File: config.mk
export PLATFORM = sky130hd
export DESIGN_NAME = gpt_cmp_timer
export DESIGN_NICKNAME = d
export VERILOG_FILES = /design/src/rtl/gpt_pkg.sv /design/src/rtl/gpt_tick_div.sv /design/src/rtl/gpt_clk_front.sv /design/src/rtl/gpt_counter.sv /design/src/rtl/gpt_cmp_timer.sv
export SDC_FILE = /design/constraint.sdc
export NUM_CORES = 1
export LEC_CHECK = 0
export BUFFER_PORTS_ARGS = -buffer_cell sky130_fd_sc_hd__buf_2
export CORE_ASPECT_RATIO = 0.8
export CORE_MARGIN = 3
export CORE_UTILIZATION = 40
export DETAILED_ROUTE_END_ITERATION = 8
export PLACE_DENSITY = 0.69
export RECOVER_POWER = 100
export SYNTH_ARGS = -nofsm -noshare
export SYNTH_HDL_FRONTEND = slang
export SYNTH_SLANG_ARGS = --single-unit
File: constraint.sdc
create_clock -name clk -period 2.9 [get_ports clk]
set_input_delay 0.145 -clock clk [delete_from_list [all_inputs] [get_ports clk]]
set_output_delay 0.145 -clock clk [all_outputs]
set_load 0.005 [all_outputs]
File: src/rtl/gpt_pkg.sv
package gpt_pkg;
   localparam int unsigned OFF_CTRL = 'h00;
   localparam int unsigned OFF_PRE  = 'h04;
   localparam int unsigned OFF_STAT = 'h08;
   localparam int unsigned OFF_IEN  = 'h0C;
   localparam int unsigned OFF_CMP  = 'h10;
   localparam int unsigned OFF_CNT  = 'h24;

   localparam int unsigned CTL_EN   = 0;
   localparam int unsigned CTL_WAIT = 3;
   localparam int unsigned CTL_SRC  = 6;
   localparam int unsigned CTL_FREE = 9;
   localparam int unsigned CTL_OSC  = 10;
   localparam logic [31:0] CTL_KEEP = 32'h0000_07C9;
   localparam logic [31:0] PRE_KEEP = 32'h0000_FFFF;

   localparam int unsigned PRE_MAIN_W  = 12;
   localparam int unsigned PRE_OSC_LSB = 12;
   localparam int unsigned PRE_OSC_W   = 4;

   typedef enum logic [2:0] {
      SRC_NONE = 3'd0,
      SRC_BUS  = 3'd1,
      SRC_PER  = 3'd2,
      SRC_OSC  = 3'd5
   } src_e;
endpackage

File: src/rtl/gpt_tick_div.sv
module gpt_tick_div #(
   parameter int unsigned W = 12
) (
   input  logic         clk,
   input  logic         rst_n,
   input  logic         clr,
   input  logic         tick,
   input  logic [W-1:0] ratio,
   output logic         pulse
);
   logic [W-1:0] cnt_q;
   logic         at_end;

   if (W < 1 || W > 31) begin : g_bad_w
      $error("gpt_tick_div: W out of range");
   end

   assign at_end = (cnt_q >= ratio);
   assign pulse  = tick & ~clr & at_end;

   always_ff @(posedge clk or negedge rst_n) begin
      if (!rst_n)      cnt_q <= '0;
      else if (clr)    cnt_q <= '0;
      else if (tick)   cnt_q <= at_end ? '0 : cnt_q + 1'b1;
   end
endmodule

File: src/rtl/gpt_clk_front.sv
module gpt_clk_front
   import gpt_pkg::*;
#(
   parameter int unsigned MAIN_W   = 12,
   parameter int unsigned OSC_W    = 4,
   parameter bit          OSC_PROG = 1'b1
) (
   input  logic              clk,
   input  logic              rst_n,
   input  logic              en,
   input  logic [2:0]        src,
   input  logic              osc_en,
   input  logic [OSC_W-1:0]  osc_ratio,
   input  logic [MAIN_W-1:0] main_ratio,
   input  logic              osc_restart,
   input  logic              main_restart,
   input  logic              tick_bus,
   input  logic              tick_per,
   input  logic              tick_osc,
   output logic              adv
);
   localparam logic [OSC_W-1:0] FIXED_OSC = OSC_W'(7);

   logic             osc_tick, osc_pulse, src_tick, main_pulse;
   logic             osc_clr, main_clr;
   logic [OSC_W-1:0] osc_div_ratio;

   if (OSC_W < 3) begin : g_bad_osc
      $error("gpt_clk_front: OSC_W must hold the fixed divide of 8");
   end

   if (OSC_PROG) begin : g_osc_prog
      assign osc_div_ratio = osc_en ? osc_ratio : FIXED_OSC;
   end else begin : g_osc_fixed
      assign osc_div_ratio = FIXED_OSC;
   end

   assign osc_tick = tick_osc & (src == SRC_OSC);
   assign osc_clr  = ~en | osc_restart;
   assign main_clr = ~en | main_restart;

   gpt_tick_div #(.W(OSC_W)) u_osc_div (
      .clk   (clk),
      .rst_n (rst_n),
      .clr   (osc_clr),
      .tick  (osc_tick),
      .ratio (osc_div_ratio),
      .pulse (osc_pulse)
   );

   always_comb begin
      unique case (src)
         SRC_BUS: src_tick = tick_bus;
         SRC_PER: src_tick = tick_per;
         SRC_OSC: src_tick = osc_pulse;
         default: src_tick = 1'b0;
      endcase
   end

   gpt_tick_div #(.W(MAIN_W)) u_main_div (
      .clk   (clk),
      .rst_n (rst_n),
      .clr   (main_clr),
      .tick  (src_tick),
      .ratio (main_ratio),
      .pulse (main_pulse)
   );

   assign adv = en & main_pulse;
endmodule

File: src/rtl/gpt_counter.sv
module gpt_counter #(
   parameter int unsigned CNT_W = 32
) (
   input  logic             clk,
   input  logic             rst_n,
   input  logic             en,
   input  logic             freerun,
   input  logic             adv,
   input  logic [31:0]      cmp,
   input  logic             flag_clr,
   output logic [CNT_W-1:0] cnt_o,
   output logic             flag_o
);
   logic [CNT_W-1:0] cnt_q, cnt_nxt;
   logic             flag_q, at_cmp, hit;

   assign at_cmp  = (32'(cnt_q) == cmp);
   assign cnt_nxt = (!freerun && at_cmp) ? '0 : cnt_q + 1'b1;
   assign hit     = en & adv & (32'(cnt_nxt) == cmp);

   always_ff @(posedge clk or negedge rst_n) begin
      if (!rst_n)     cnt_q <= '0;
      else if (!en)   cnt_q <= '0;
      else if (adv)   cnt_q <= cnt_nxt;
   end

   always_ff @(posedge clk or negedge rst_n) begin
      if (!rst_n)         flag_q <= 1'b0;
      else if (hit)       flag_q <= 1'b1;
      else if (flag_clr)  flag_q <= 1'b0;
   end

   assign cnt_o  = cnt_q;
   assign flag_o = flag_q;

   assert_off_clears_R2: assert property (@(posedge clk) disable iff (!rst_n)
      !en |=> cnt_q == '0) else $error("counter not held while disabled");
   assert_idle_hold_R2: assert property (@(posedge clk) disable iff (!rst_n)
      en && !adv |=> $stable(cnt_q)) else $error("counter moved without a tick");
   assert_freerun_step_R6: assert property (@(posedge clk) disable iff (!rst_n)
      en && adv && freerun |=> cnt_q == $past(cnt_q) + 1'b1)
      else $error("free-run step wrong");
   assert_restart_R7: assert property (@(posedge clk) disable iff (!rst_n)
      en && adv && !freerun && 32'(cnt_q) == cmp |=> cnt_q == '0)
      else $error("restart mode did not reload 0");
   assert_flag_set_R8: assert property (@(posedge clk) disable iff (!rst_n)
      en && adv && 32'(cnt_nxt) == cmp |=> flag_q)
      else $error("match did not set flag");
endmodule

File: src/rtl/gpt_cmp_timer.sv
module gpt_cmp_timer
   import gpt_pkg::*;
#(
   parameter int unsigned ADDR_W   = 8,
   parameter int unsigned CNT_W    = 32,
   parameter bit          OSC_PROG = 1'b1
) (
   input  logic              clk,
   input  logic              rst_n,
   input  logic              bus_sel,
   input  logic              bus_we,
   input  logic [ADDR_W-1:0] bus_addr,
   input  logic [31:0]       bus_wdata,
   output logic [31:0]       bus_rdata,
   input  logic              tick_bus,
   input  logic              tick_per,
   input  logic              tick_osc,
   output logic              irq_o
);
   localparam int unsigned MAIN_W = PRE_MAIN_W;
   localparam int unsigned OSC_W  = PRE_OSC_W;

   if (ADDR_W < 6 || ADDR_W > 16) begin : g_bad_addr
      $error("gpt_cmp_timer: ADDR_W must be 6..16");
   end
   if (CNT_W < 2 || CNT_W > 32) begin : g_bad_cnt
      $error("gpt_cmp_timer: CNT_W must be 2..32");
   end

   logic [31:0]       ctrl_q, pre_q, cmp_q;
   logic              ien_q;
   logic              wr, wr_ctrl, wr_pre, wr_stat, wr_ien, wr_cmp;
   logic              osc_restart, main_restart, adv, flag;
   logic [CNT_W-1:0]  cnt;

   assign wr      = bus_sel & bus_we;
   assign wr_ctrl = wr & (bus_addr == ADDR_W'(OFF_CTRL));
   assign wr_pre  = wr & (bus_addr == ADDR_W'(OFF_PRE));
   assign wr_stat = wr & (bus_addr == ADDR_W'(OFF_STAT));
   assign wr_ien  = wr & (bus_addr == ADDR_W'(OFF_IEN));
   assign wr_cmp  = wr & (bus_addr == ADDR_W'(OFF_CMP));

   always_ff @(posedge clk or negedge rst_n) begin
      if (!rst_n) begin
         ctrl_q <= '0;
         pre_q  <= '0;
         ien_q  <= 1'b0;
         cmp_q  <= '0;
      end else begin
         if (wr_ctrl) ctrl_q <= bus_wdata & CTL_KEEP;
         if (wr_pre)  pre_q  <= bus_wdata & PRE_KEEP;
         if (wr_ien)  ien_q  <= bus_wdata[0];
         if (wr_cmp)  cmp_q  <= bus_wdata;
      end
   end

   assign main_restart = wr_pre &
      (bus_wdata[MAIN_W-1:0] != pre_q[MAIN_W-1:0]);
   assign osc_restart  = wr_pre &
      (bus_wdata[PRE_OSC_LSB +: OSC_W] != pre_q[PRE_OSC_LSB +: OSC_W]);

   gpt_clk_front #(
      .MAIN_W   (MAIN_W),
      .OSC_W    (OSC_W),
      .OSC_PROG (OSC_PROG)
   ) u_front (
      .clk          (clk),
      .rst_n        (rst_n),
      .en           (ctrl_q[CTL_EN]),
      .src          (ctrl_q[CTL_SRC +: 3]),
      .osc_en       (ctrl_q[CTL_OSC]),
      .osc_ratio    (pre_q[PRE_OSC_LSB +: OSC_W]),
      .main_ratio   (pre_q[MAIN_W-1:0]),
      .osc_restart  (osc_restart),
      .main_restart (main_restart),
      .tick_bus     (tick_bus),
      .tick_per     (tick_per),
      .tick_osc     (tick_osc),
      .adv          (adv)
   );

   gpt_counter #(.CNT_W(CNT_W)) u_cnt (
      .clk      (clk),
      .rst_n    (rst_n),
      .en       (ctrl_q[CTL_EN]),
      .freerun  (ctrl_q[CTL_FREE]),
      .adv      (adv),
      .cmp      (cmp_q),
      .flag_clr (wr_stat & bus_wdata[0]),
      .cnt_o    (cnt),
      .flag_o   (flag)
   );

   always_comb begin
      bus_rdata = '0;
      if (bus_addr == ADDR_W'(OFF_CTRL))      bus_rdata = ctrl_q;
      else if (bus_addr == ADDR_W'(OFF_PRE))  bus_rdata = pre_q;
      else if (bus_addr == ADDR_W'(OFF_STAT)) bus_rdata = {31'b0, flag};
      else if (bus_addr == ADDR_W'(OFF_IEN))  bus_rdata = {31'b0, ien_q};
      else if (bus_addr == ADDR_W'(OFF_CMP))  bus_rdata = cmp_q;
      else if (bus_addr == ADDR_W'(OFF_CNT))  bus_rdata = 32'(cnt);
   end

   assign irq_o = flag & ien_q;

   assert_cmp_hold_R10: assert property (@(posedge clk) disable iff (!rst_n)
      !wr_cmp |=> $stable(cmp_q)) else $error("compare changed without a write");
   assert_irq_masked_R9: assert property (@(posedge clk) disable iff (!rst_n)
      wr_ien && !bus_wdata[0] |=> !irq_o) else $error("irq not masked");
endmodule

==> out/summary.txt, run 1 <==
nets - 986
mux contribution to synthesized area - 10.4%
Worst-Margin Slew - 1.31 ns
Slew HR - 12.5%
CTS sink cnt - 105
Rows - 44
clk root buf - clkbuf_16
CTS HTree Levels - 3
dominant synthesized flop cell - dfrtp_1
syn_nets - 881
post-synthesis async set-or-reset flop share - 100%
Placer Congestion - 0.947
PwrDens - 369 mW/mm²
share of cells above drive strength 1 - 24.6%
antenna-violating nets left - 0
Critical Path RT - 3.20 ns
cts bufs inserted - 9
fmax - 0.365 GHz
die area - 0.0204 mm²
Inserted Diodes - 0
Tightest Hold Check Type - in2reg
synth top area cells - dfrtp_1 35%, mux2_2 8.4%, xnor2_1 7.0%
Critical Path AT - 3.04 ns
sequential fraction of the synthesis area - 35.1%
final setup vio count - 0
Via density - 5.76
EDFF count, synth - 0
Register Area - 0.00263 mm²
first-pass GRT wire length - 35500 µm
largest family of logic cells by synthesized area - simple AND/OR/NAND/NOR gates
Worst setup EP type - flop
global route total overflow - 0
via count - 6783
Syn Area/Cell - 9.20 µm²
uppermost routed layer - met4
# port buffers - 79
pin count of the biggest net entering global routing - 52
critical-path cell list - nand4_1 -> nor4_4 -> buf_4 -> and3_1 -> xnor2_1 -> a31oi_1 -> o31a_1 -> a2111oi_2 -> a41o_1
DRC Markers - 0
DRT iter0 DRCs - 631
compound-gate portion of the synthesized area - 17.6%
P_leak - 3.97 nW
first-pass iteration count of the detailed router - 5
placed cell areas - 0.00845 mm²
fillers - 1808
crit path max fanout - 7
Die Span Y - 128 µm
number of synthesized register bits - 105
Setup WS post-layout - 0.160 ns
Starting Density - 41.0%
Worst VDD drop - 0.289 mV
mapped cell area - 0.00749 mm²
Ys Warns - 0
met1 wire length - 10900 µm
Top Ports - 80
final setup TNS - 0 ns
Final Hold Vio Count - 0
Synth cell types - 72
min Tclk post-route - 2.74 ns
dpl hpwl - 17300 µm
outcome - complete, no violations
CP max stage cell - dfrtp_1
core area - 0.0183 mm²
WL met2 - 9670 µm
clk_lat worst skew - 0.36 ns
Die Wd - 159 µm
RSZ-0062 raised after global routing - false
Clock Skews - 0.00900 ns
Hold WS - 0.0143 ns
met3 WL post-DR - 2010 µm
Avg WL per Cell - 19.5 µm
final wirelength - 23000 µm
fin crit share - 94.5%
Simple-Gate Fraction of Synth Area - 18.5%
crit-path max cell delay - 0.52 ns
Max-cap violations - 0
share of the synthesized area in the top cell type - 35.1%
total track usage - 21.9%
Adder-Cell Fraction of Synth Area - 3.17%
area grow syn2layout - 18.4%
maximum buffer depth of the clock tree - 2
Clock transition at path regs - 0.07 ns
antenna violations before repair - 0
area of the multi-input gates - 0.00458 mm²
total chip power - 3.28 mW
Syn Inst Count - 815
startpoint types - flop
CTS tree - done
Slew Viols, Final - 0
critical path class - reg2reg
setup slack at placement - 0.0782 ns
vias in the first global route - 6389
Post-Layout Inst Area - 0.00887 mm²
Synth area leader - dfrtp_1
Synth Area in XOR/XNOR - 9.92%
[path summary, 6_finish.rpt]
path | from | to | slack, ns | depth (start not counted)
min in group asynchronous | rst_n | u_front.u_main_div.cnt_q[6] | 0.50 | 2
setup / recovery | u_cnt.cnt_o[13] | u_cnt.flag_o | 0.16 | 9
hold reg to reg | ctrl_q[3] | ctrl_q[3] | 0.52 | 1
setup reg to reg | u_cnt.cnt_o[13] | u_cnt.flag_o | 0.16 | 9
hold / removal | bus_wdata[24] | cmp_q[24] | 0.01 | 2
max in group asynchronous | rst_n | u_cnt.cnt_o[2] | 0.45 | 3
[critical path: cells and delay by family (launching register included)]
| family | cells | cell delay, ns |
|---|---|---|
| xor+xnor | 1 | 0.18 |
| simple gates | 3 | 0.88 |
| compound gates | 4 | 0.92 |
| buf+inv | 1 | 0.18 |
| flops | 1 | 0.52 |
[state kept, by name, summed over array words and instances, names as in the netlist]
name,flops
u_front.u_osc_div.cnt_q,4
u_front.u_main_div.cnt_q,12
pre_q,16
u_cnt.cnt_o,32
ctrl_q,7
cmp_q,32
ien_q,1
u_cnt.flag_o,1
[cell type report]
| cell class | instances | area share [%] |
|---|---|---|
| multi-input combinational | 626 | 51.7 |
| sequential | 105 | 29.7 |
| timing repair buffer | 156 | 10.6 |
| tap | 253 | 3.57 |
| clock buffer | 11 | 2.74 |
| inverter | 22 | 0.930 |
| clock inverter | 4 | 0.860 |
[cells in the final DEF, fill, tap and decap left out, drive strengths merged, types with 9 or more instances in the layout]
cell    synthesis  layout
a21o           14      14
a21oi          19      19
a22o           16      16
a22oi          10      10
and3           18      18
and4            9       9
buf            29     121
clkbuf         34      45
dfrtp         105     105
ha             19      19
inv            22      23
mux2           56      56
mux2i          15      15
nand2          54      54
nand2b         15      15
nand3          29      29
nand4          20      20
nor2           40      40
nor2b          13      13
nor3           13      13
nor3b          11      11
nor4           10      10
o21ai          80      80
o31ai          17      17
xnor2          60      60
xor2           24      24
[timing repair]
action,CTS,global route
hold buffers,1,0
hold endpoints to repair,17,0
buffers inserted,0,7
gates resized for setup,0,22
setup endpoints to repair,0,36
[power by group]
| group | total (mW) | switching [mW] | internal, mW |
|---|---|---|---|
| Clock | 1.34 | 0.561 | 0.780 |
| Combinational | 0.425 | 0.243 | 0.183 |
| Sequential | 1.51 | 0.0281 | 1.48 |
[per-stage QoR]
stage                     util [%]  instances
after detailed placement      46.2       1153
after floorplan                  -        815
after CTS                     48.0       1169
final                         48.6       1177
after global placement        46.2       1153
after global routing          48.6       1177
[metal layers]
layer	vias to the layer above	global-route usage (%)
met2	285	31.8
met3	25	5.60
met1	3302	32.7
met4	0	5.30
li1	3171	-
met5	-	0
[Yosys cell counts, types with 3 or more instances]
cell / instances
dfrtp_1: 105
o21ai_0: 79
xnor2_1: 60
mux2_2: 56
nand2_1: 53
nor2_1: 40
clkbuf_1: 31
nand3_1: 26
xor2_1: 23
inv_1: 22
nand4_1: 20
a21oi_1: 19
ha_1: 19
and3_1: 18
buf_2: 17
o31ai_1: 17
a22o_1: 16
mux2i_1: 15
nand2b_1: 15
a21o_1: 14
nor3_1: 13
nor2b_1: 12
nor3b_1: 11
a22oi_1: 10
and4_1: 9
nor4_1: 8
buf_4: 7
and2_1: 4
nand3b_1: 4
o211ai_1: 4
o41ai_1: 4
a221oi_1: 3
a31oi_1: 3
buf_6: 3
clkbuf_2: 3
o22ai_1: 3
or3_1: 3
[cells by family after synthesis]
logic type / after synthesis
XOR/XNOR: 84
buffers and inverters: 85
AND/OR/NAND/NOR: 251
adder cells (fa/ha/maj): 19
flip-flops: 105
AO/OA/AOI/OAI: 200
multiplexers: 71
Power figures use the tool's default switching activity.
==> run 2: changes to the inputs <==
--- a/config.mk
+++ b/config.mk
@@ -5,6 +5,7 @@
 export SDC_FILE = /design/constraint.sdc
 export NUM_CORES = 1
 export LEC_CHECK = 0
+export ABC_AREA = 1
 export BUFFER_PORTS_ARGS = -buffer_cell sky130_fd_sc_hd__buf_2
 export CORE_ASPECT_RATIO = 0.8
 export CORE_MARGIN = 3
==> out/summary.txt, run 2 <==
EDFF count, synth - 0
min Tclk post-route - 2.70 ns
sequential fraction of the synthesis area - 35.1%
Critical Path AT - 2.55 ns
Worst R2R Start - pre_q[12]
Hold WS - 0.0216 ns
critical path class - in2out
maximum buffer depth of the clock tree - 2
capturing point of the worst reg2reg path - u_cnt.cnt_o[15]
Tightest Hold Check Type - in2reg
critical-path cell list - buf_2 -> or2_0 -> nor4_4 -> inv_1 -> o22ai_1 -> a21oi_1 -> o21ai_0 -> clkbuf_1
synth top area cells - dfrtp_1 35%, nand2_1 16%, inv_1 6.9%
fmax - 0.370 GHz
final setup vio count - 0
first-pass GRT wire length - 34700 µm
vias in the first global route - 6712
DRC Markers - 0
Clock transition at path regs - 0.08 ns
Final Hold Vio Count - 0
Syn Inst Count - 1060
Post-CTS Setup Repair Bufs - 0
cts bufs inserted - 9
post-CTS sizing - 0
# port buffers - 79
dpl hpwl - 16300 µm
Placer Congestion - 0.932
final wirelength - 21300 µm
PwrDens - 365 mW/mm²
Synth top cells by count - 323 x nand2_1, 137 x inv_1, 105 x dfrtp_1, 84 x nor2_1, 66 x nand3_1
global route total overflow - 0
syn_nets - 1126
fin crit share - 93.1%
Setup WS post-layout - 0.200 ns
Max-cap violations - 0
crit-path max cell delay - 0.67 ns
commonest non-fill, non-tap cell in the layout - nand2_1
Die Wd - 159 µm
Via density - 5.19
DRT iter0 DRCs - 581
total chip power - 2.99 mW
Synth cell types - 40
Rows - 44
RSZ-0062 raised after global routing - false
clk root buf - clkbuf_16
Synth area leader - dfrtp_1
CTS sink cnt - 105
hold depth - 3
Top Ports - 80
antenna violations before repair - 0
Slew Viols, Final - 0
nets - 1201
post-synthesis async set-or-reset flop share - 100%
Syn Area/Cell - 7.06 µm²
die area - 0.0204 mm²
Avg WL per Cell - 15.3 µm
Clock Skews - 0.0108 ns
number of synthesized register bits - 105
Hold Crit Endpoint - pre_q[7]
FF-to-FF setup slack - 0.25 ns
r2r worst-path depth - 15
CTS tree - done
first-pass iteration count of the detailed router - 5
setup slack at placement - 0.439 ns
Worst VDD drop - 0.251 mV
P_leak - 3.84 nW
Ys Warns - 0
clk_lat worst skew - 0.37 ns
mapped cell area - 0.00748 mm²
CP max stage cell - inv_1
outcome - complete, no violations
share of the synthesized area in the top cell type - 35.1%
crit path max fanout - 28
final setup TNS - 0 ns
Critical Path RT - 2.76 ns
commonest cells after routing, fill and taps aside - 325 x nand2_1, 140 x inv_1, 105 x dfrtp_1
pin count of the biggest net entering global routing - 46
Worst setup EP type - primary output
dominant synthesized flop cell - dfrtp_1
total track usage - 20.9%
Final Util - 45.1%
area grow syn2layout - 9.80%
core area - 0.0182 mm²
most numerous cell in the Yosys netlist - nand2_1
Starting Density - 41.1%
via count - 7230
share of cells above drive strength 1 - 9.91%
hold buffer count at CTS - 1
antenna-violating nets left - 0
Slew HR - 20.9%
Die Span Y - 128 µm
Inserted Diodes - 0
hold path start - bus_wdata[7]
Worst-Margin Slew - 1.19 ns
startpoint types - input port
CTS HTree Levels - 3
[run 2: changes by cell type in the layout (fill, tap and decap cells not counted), sizes merged, moves of 18 or more]
cell and change:
nand2 +276, inv +132, buf -66, o22ai +59, mux2 -56, nor2 +52, xnor2 -46, nand3 +38
o21ai -22, a21oi +18
[run 2: layout make-up]
class | count | area (µm²)
fill | 1924 | 10000
multi-input combinational | 772 | 3930
sequential | 105 | 2630
inverter | 156 | 586
timing repair buffer | 91 | 455
tap | 253 | 317
clock buffer | 9 | 225
clock inverter | 7 | 76.3
[run 2: logic make-up (layout without fill, tap and decap cells)]
logic type,count (synthesis),count (layout),synth area share (%)
xor+xnor,48,48,5.62
fa+ha+maj,19,19,3.18
flops,105,105,35.1
buf+inv,183,263,9.90
compound gates,171,171,15.5
simple gates,534,534,30.7
[run 2: worst max-delay path by stage]
stage	from	to	slack (ns)
global placement	u_cnt.cnt_o[26]	u_cnt.flag_o	0.46
floorplan	pre_q[12]	u_cnt.cnt_o[11]	0.91
CTS	u_cnt.cnt_o[6]	u_cnt.flag_o	0.43
finish	bus_addr[1]	bus_rdata[7]	0.20
detailed placement	u_cnt.cnt_o[6]	u_cnt.flag_o	0.44
global route	pre_q[12]	u_cnt.cnt_o[9]	0.06
[run 2: critical path, delay by kind of cell]
family / cells / cell delay (ns)
and+or+nand+nor: 2 / 0.93
buffers and inverters: 3 / 0.89
AOI/OAI and AO/OA: 3 / 0.57
[run 2: power by group]
group	internal, mW	leakage [nW]	switching [mW]	total [mW]
clock network	0.677	0.142	0.610	1.29
registers	1.49	1.30	0.0248	1.51
logic	0.0681	2.40	0.127	0.195
total	2.23	3.84	0.762	2.99
[run 2: per-stage QoR]
stage                     cell area, µm²  std cells
after global placement              8180       1376
after CTS                           8490       1393
after detailed placement            8180       1376
final                               8210       1393
after global routing                8210       1393
after floorplan                     7480       1060
[run 2: layer usage]
metal,vias to the layer above,share of wire [%],global-route usage [%]
met1,3391,49,31.2
li1,3596,-,-
met3,19,6.2,4.13
met2,224,43,31.9
met5,-,0,0
met4,0,1.0,4.01
==> run 3: changes to the inputs <==
--- a/config.mk
+++ b/config.mk
@@ -6,7 +6,7 @@
 export NUM_CORES = 1
 export LEC_CHECK = 0
 export ABC_AREA = 1
-export BUFFER_PORTS_ARGS = -buffer_cell sky130_fd_sc_hd__buf_2
+export BUFFER_PORTS_ARGS = -buffer_cell sky130_fd_sc_hd__buf_4
 export CORE_ASPECT_RATIO = 0.8
 export CORE_MARGIN = 3
 export CORE_UTILIZATION = 40
==> out/summary.txt, run 3 (synthesis results as in run 2) <==
Avg WL per Cell - 15.2 µm
CTS tree - done
Critical Path RT - 3.13 ns
Tightest Hold Check Type - in2reg
clk_lat worst skew - 0.36 ns
crit path max fanout - 33
post-CTS sizing - 0
Slew HR - 25.6%
combinational power share - 7.2%
share of cells above drive strength 1 - 12.0%
Rows - 44
first-pass iteration count of the detailed router - 5
Max-cap violations - 0
DRC Markers - 0
antenna violations before repair - 0
hold buffer count at CTS - 1
outcome - complete, no violations
setup slack at placement - 0.396 ns
pin count of the biggest net entering global routing - 65
Top Ports - 80
area grow syn2layout - 12.4%
commonest cells after routing, fill and taps aside - 325 x nand2_1, 139 x inv_1, 105 x dfrtp_1
Placer Congestion - 0.929
Setup WS post-layout - 0.292 ns
Critical Path AT - 2.83 ns
first-pass GRT wire length - 34500 µm
Die Span Y - 128 µm
die area - 0.0204 mm²
Inst Count DP - 1375
cts bufs inserted - 9
critical path class - in2reg
nets - 1200
Die Wd - 159 µm
DRT iter0 DRCs - 717
# port buffers - 79
cell internal pwr - 2.18 mW
Final Hold Vio Count - 0
global route total overflow - 0
RSZ-0062 raised after global routing - false
crit-path max cell delay - 0.76 ns
Worst VDD drop - 0.274 mV
commonest non-fill, non-tap cell in the layout - nand2_1
Worst setup EP type - flop
PwrDens - 349 mW/mm²
total track usage - 20.8%
Finished Layout Cells - 1391
antenna-violating nets left - 0
Clock transition at path regs - 0.08 ns
clk root buf - clkbuf_16
switching part of the total - 25.7%
fmax - 0.383 GHz
Starting Density - 41.1%
via count - 7291
critical-path cell list - clkbuf_4 -> or2_0 -> nor4_4 -> nand2_1 -> buf_2 -> nor2_1 -> a21oi_1
maximum buffer depth of the clock tree - 2
startpoint types - input port
final setup vio count - 0
sw power - 755 µW
Via density - 5.24
dpl hpwl - 16100 µm
final wirelength - 21100 µm
P_leak - 3.96 nW
fin crit share - 89.9%
Final Util - 46.2%
CTS HTree Levels - 3
min Tclk post-route - 2.61 ns
final setup TNS - 0 ns
CP bufs+invs - 2
total chip power - 2.94 mW
core area - 0.0182 mm²
Flop pwr share - 51.5%
Post-CTS Setup Repair Bufs - 0
power share of the clock group - 41.3%
CP max stage cell - nand2_1
Inserted Diodes - 0
fillers - 1876
crit-path leading delay family - simple AND/OR/NAND/NOR gates
Slew Viols, Final - 0
vias in the first global route - 6638
CTS sink cnt - 105
Clock Skews - 0.00986 ns
Worst-Margin Slew - 1.12 ns
[run 3: final cells by class]
cell class | instances | area, µm² | share of cell area [%]
Multi-Input combinational cell | 772 | 3940 | 46.8
Sequential cell | 105 | 2630 | 31.2
Timing Repair Buffer | 90 | 669 | 7.96
Inverter | 156 | 586 | 6.96
Tap cell | 253 | 317 | 3.76
Clock buffer | 10 | 239 | 2.84
Clock inverter | 5 | 38.8 | 0.461
[run 3: worst paths after layout]
path	slack, ns	to	from	depth (start not counted)
min in group asynchronous	0.51	u_front.u_main_div.cnt_q[3]	rst_n	2
min	0.01	pre_q[6]	bus_wdata[6]	3
max in group asynchronous	0.78	u_cnt.cnt_o[16]	rst_n	3
max	0.29	cmp_q[29]	bus_addr[1]	7
min reg2reg	0.51	ctrl_q[3]	ctrl_q[3]	2
max reg2reg	0.33	u_cnt.flag_o	u_cnt.cnt_o[26]	18
[run 3: power groups by stage]
stage	sequential (mW)	clock [mW]	combinational (mW)
2_1_floorplan	1.53	0	0.103
3_3_place_gp	1.54	0	0.219
3_5_place_dp	1.54	0	0.221
4_1_cts	1.51	1.23	0.223
5_1_grt	1.52	1.28	0.242
6_report	1.51	1.21	0.212
[run 3: per-layer routing]
metal,routed length [µm],vias to the layer above,track usage [%],part of all wire [%]
li1,-,3591,-,-
met1,10200,3437,31.4,48
met2,9170,242,31.1,43
met3,1450,21,3.52,6.9
met4,287,0,4.84,1.4
met5,0,-,0,0
[run 3: worst register-to-register path: cells and delay by family (launching register included)]
family / cells / cell delay, ns
AND/OR/NAND/NOR: 16 / 1.63
flip-flops: 1 / 0.47
buffers and inverters: 2 / 0.41
[run 3: through the flow]
step                hold slack (ns)  instance area, µm²
detailed placement            0.177                8350
CTS                         0.00678                8640
global route                 0.0204                8410
global placement              0.186                8350
finish                      0.00954                8410
floorplan                    -0.151                7480
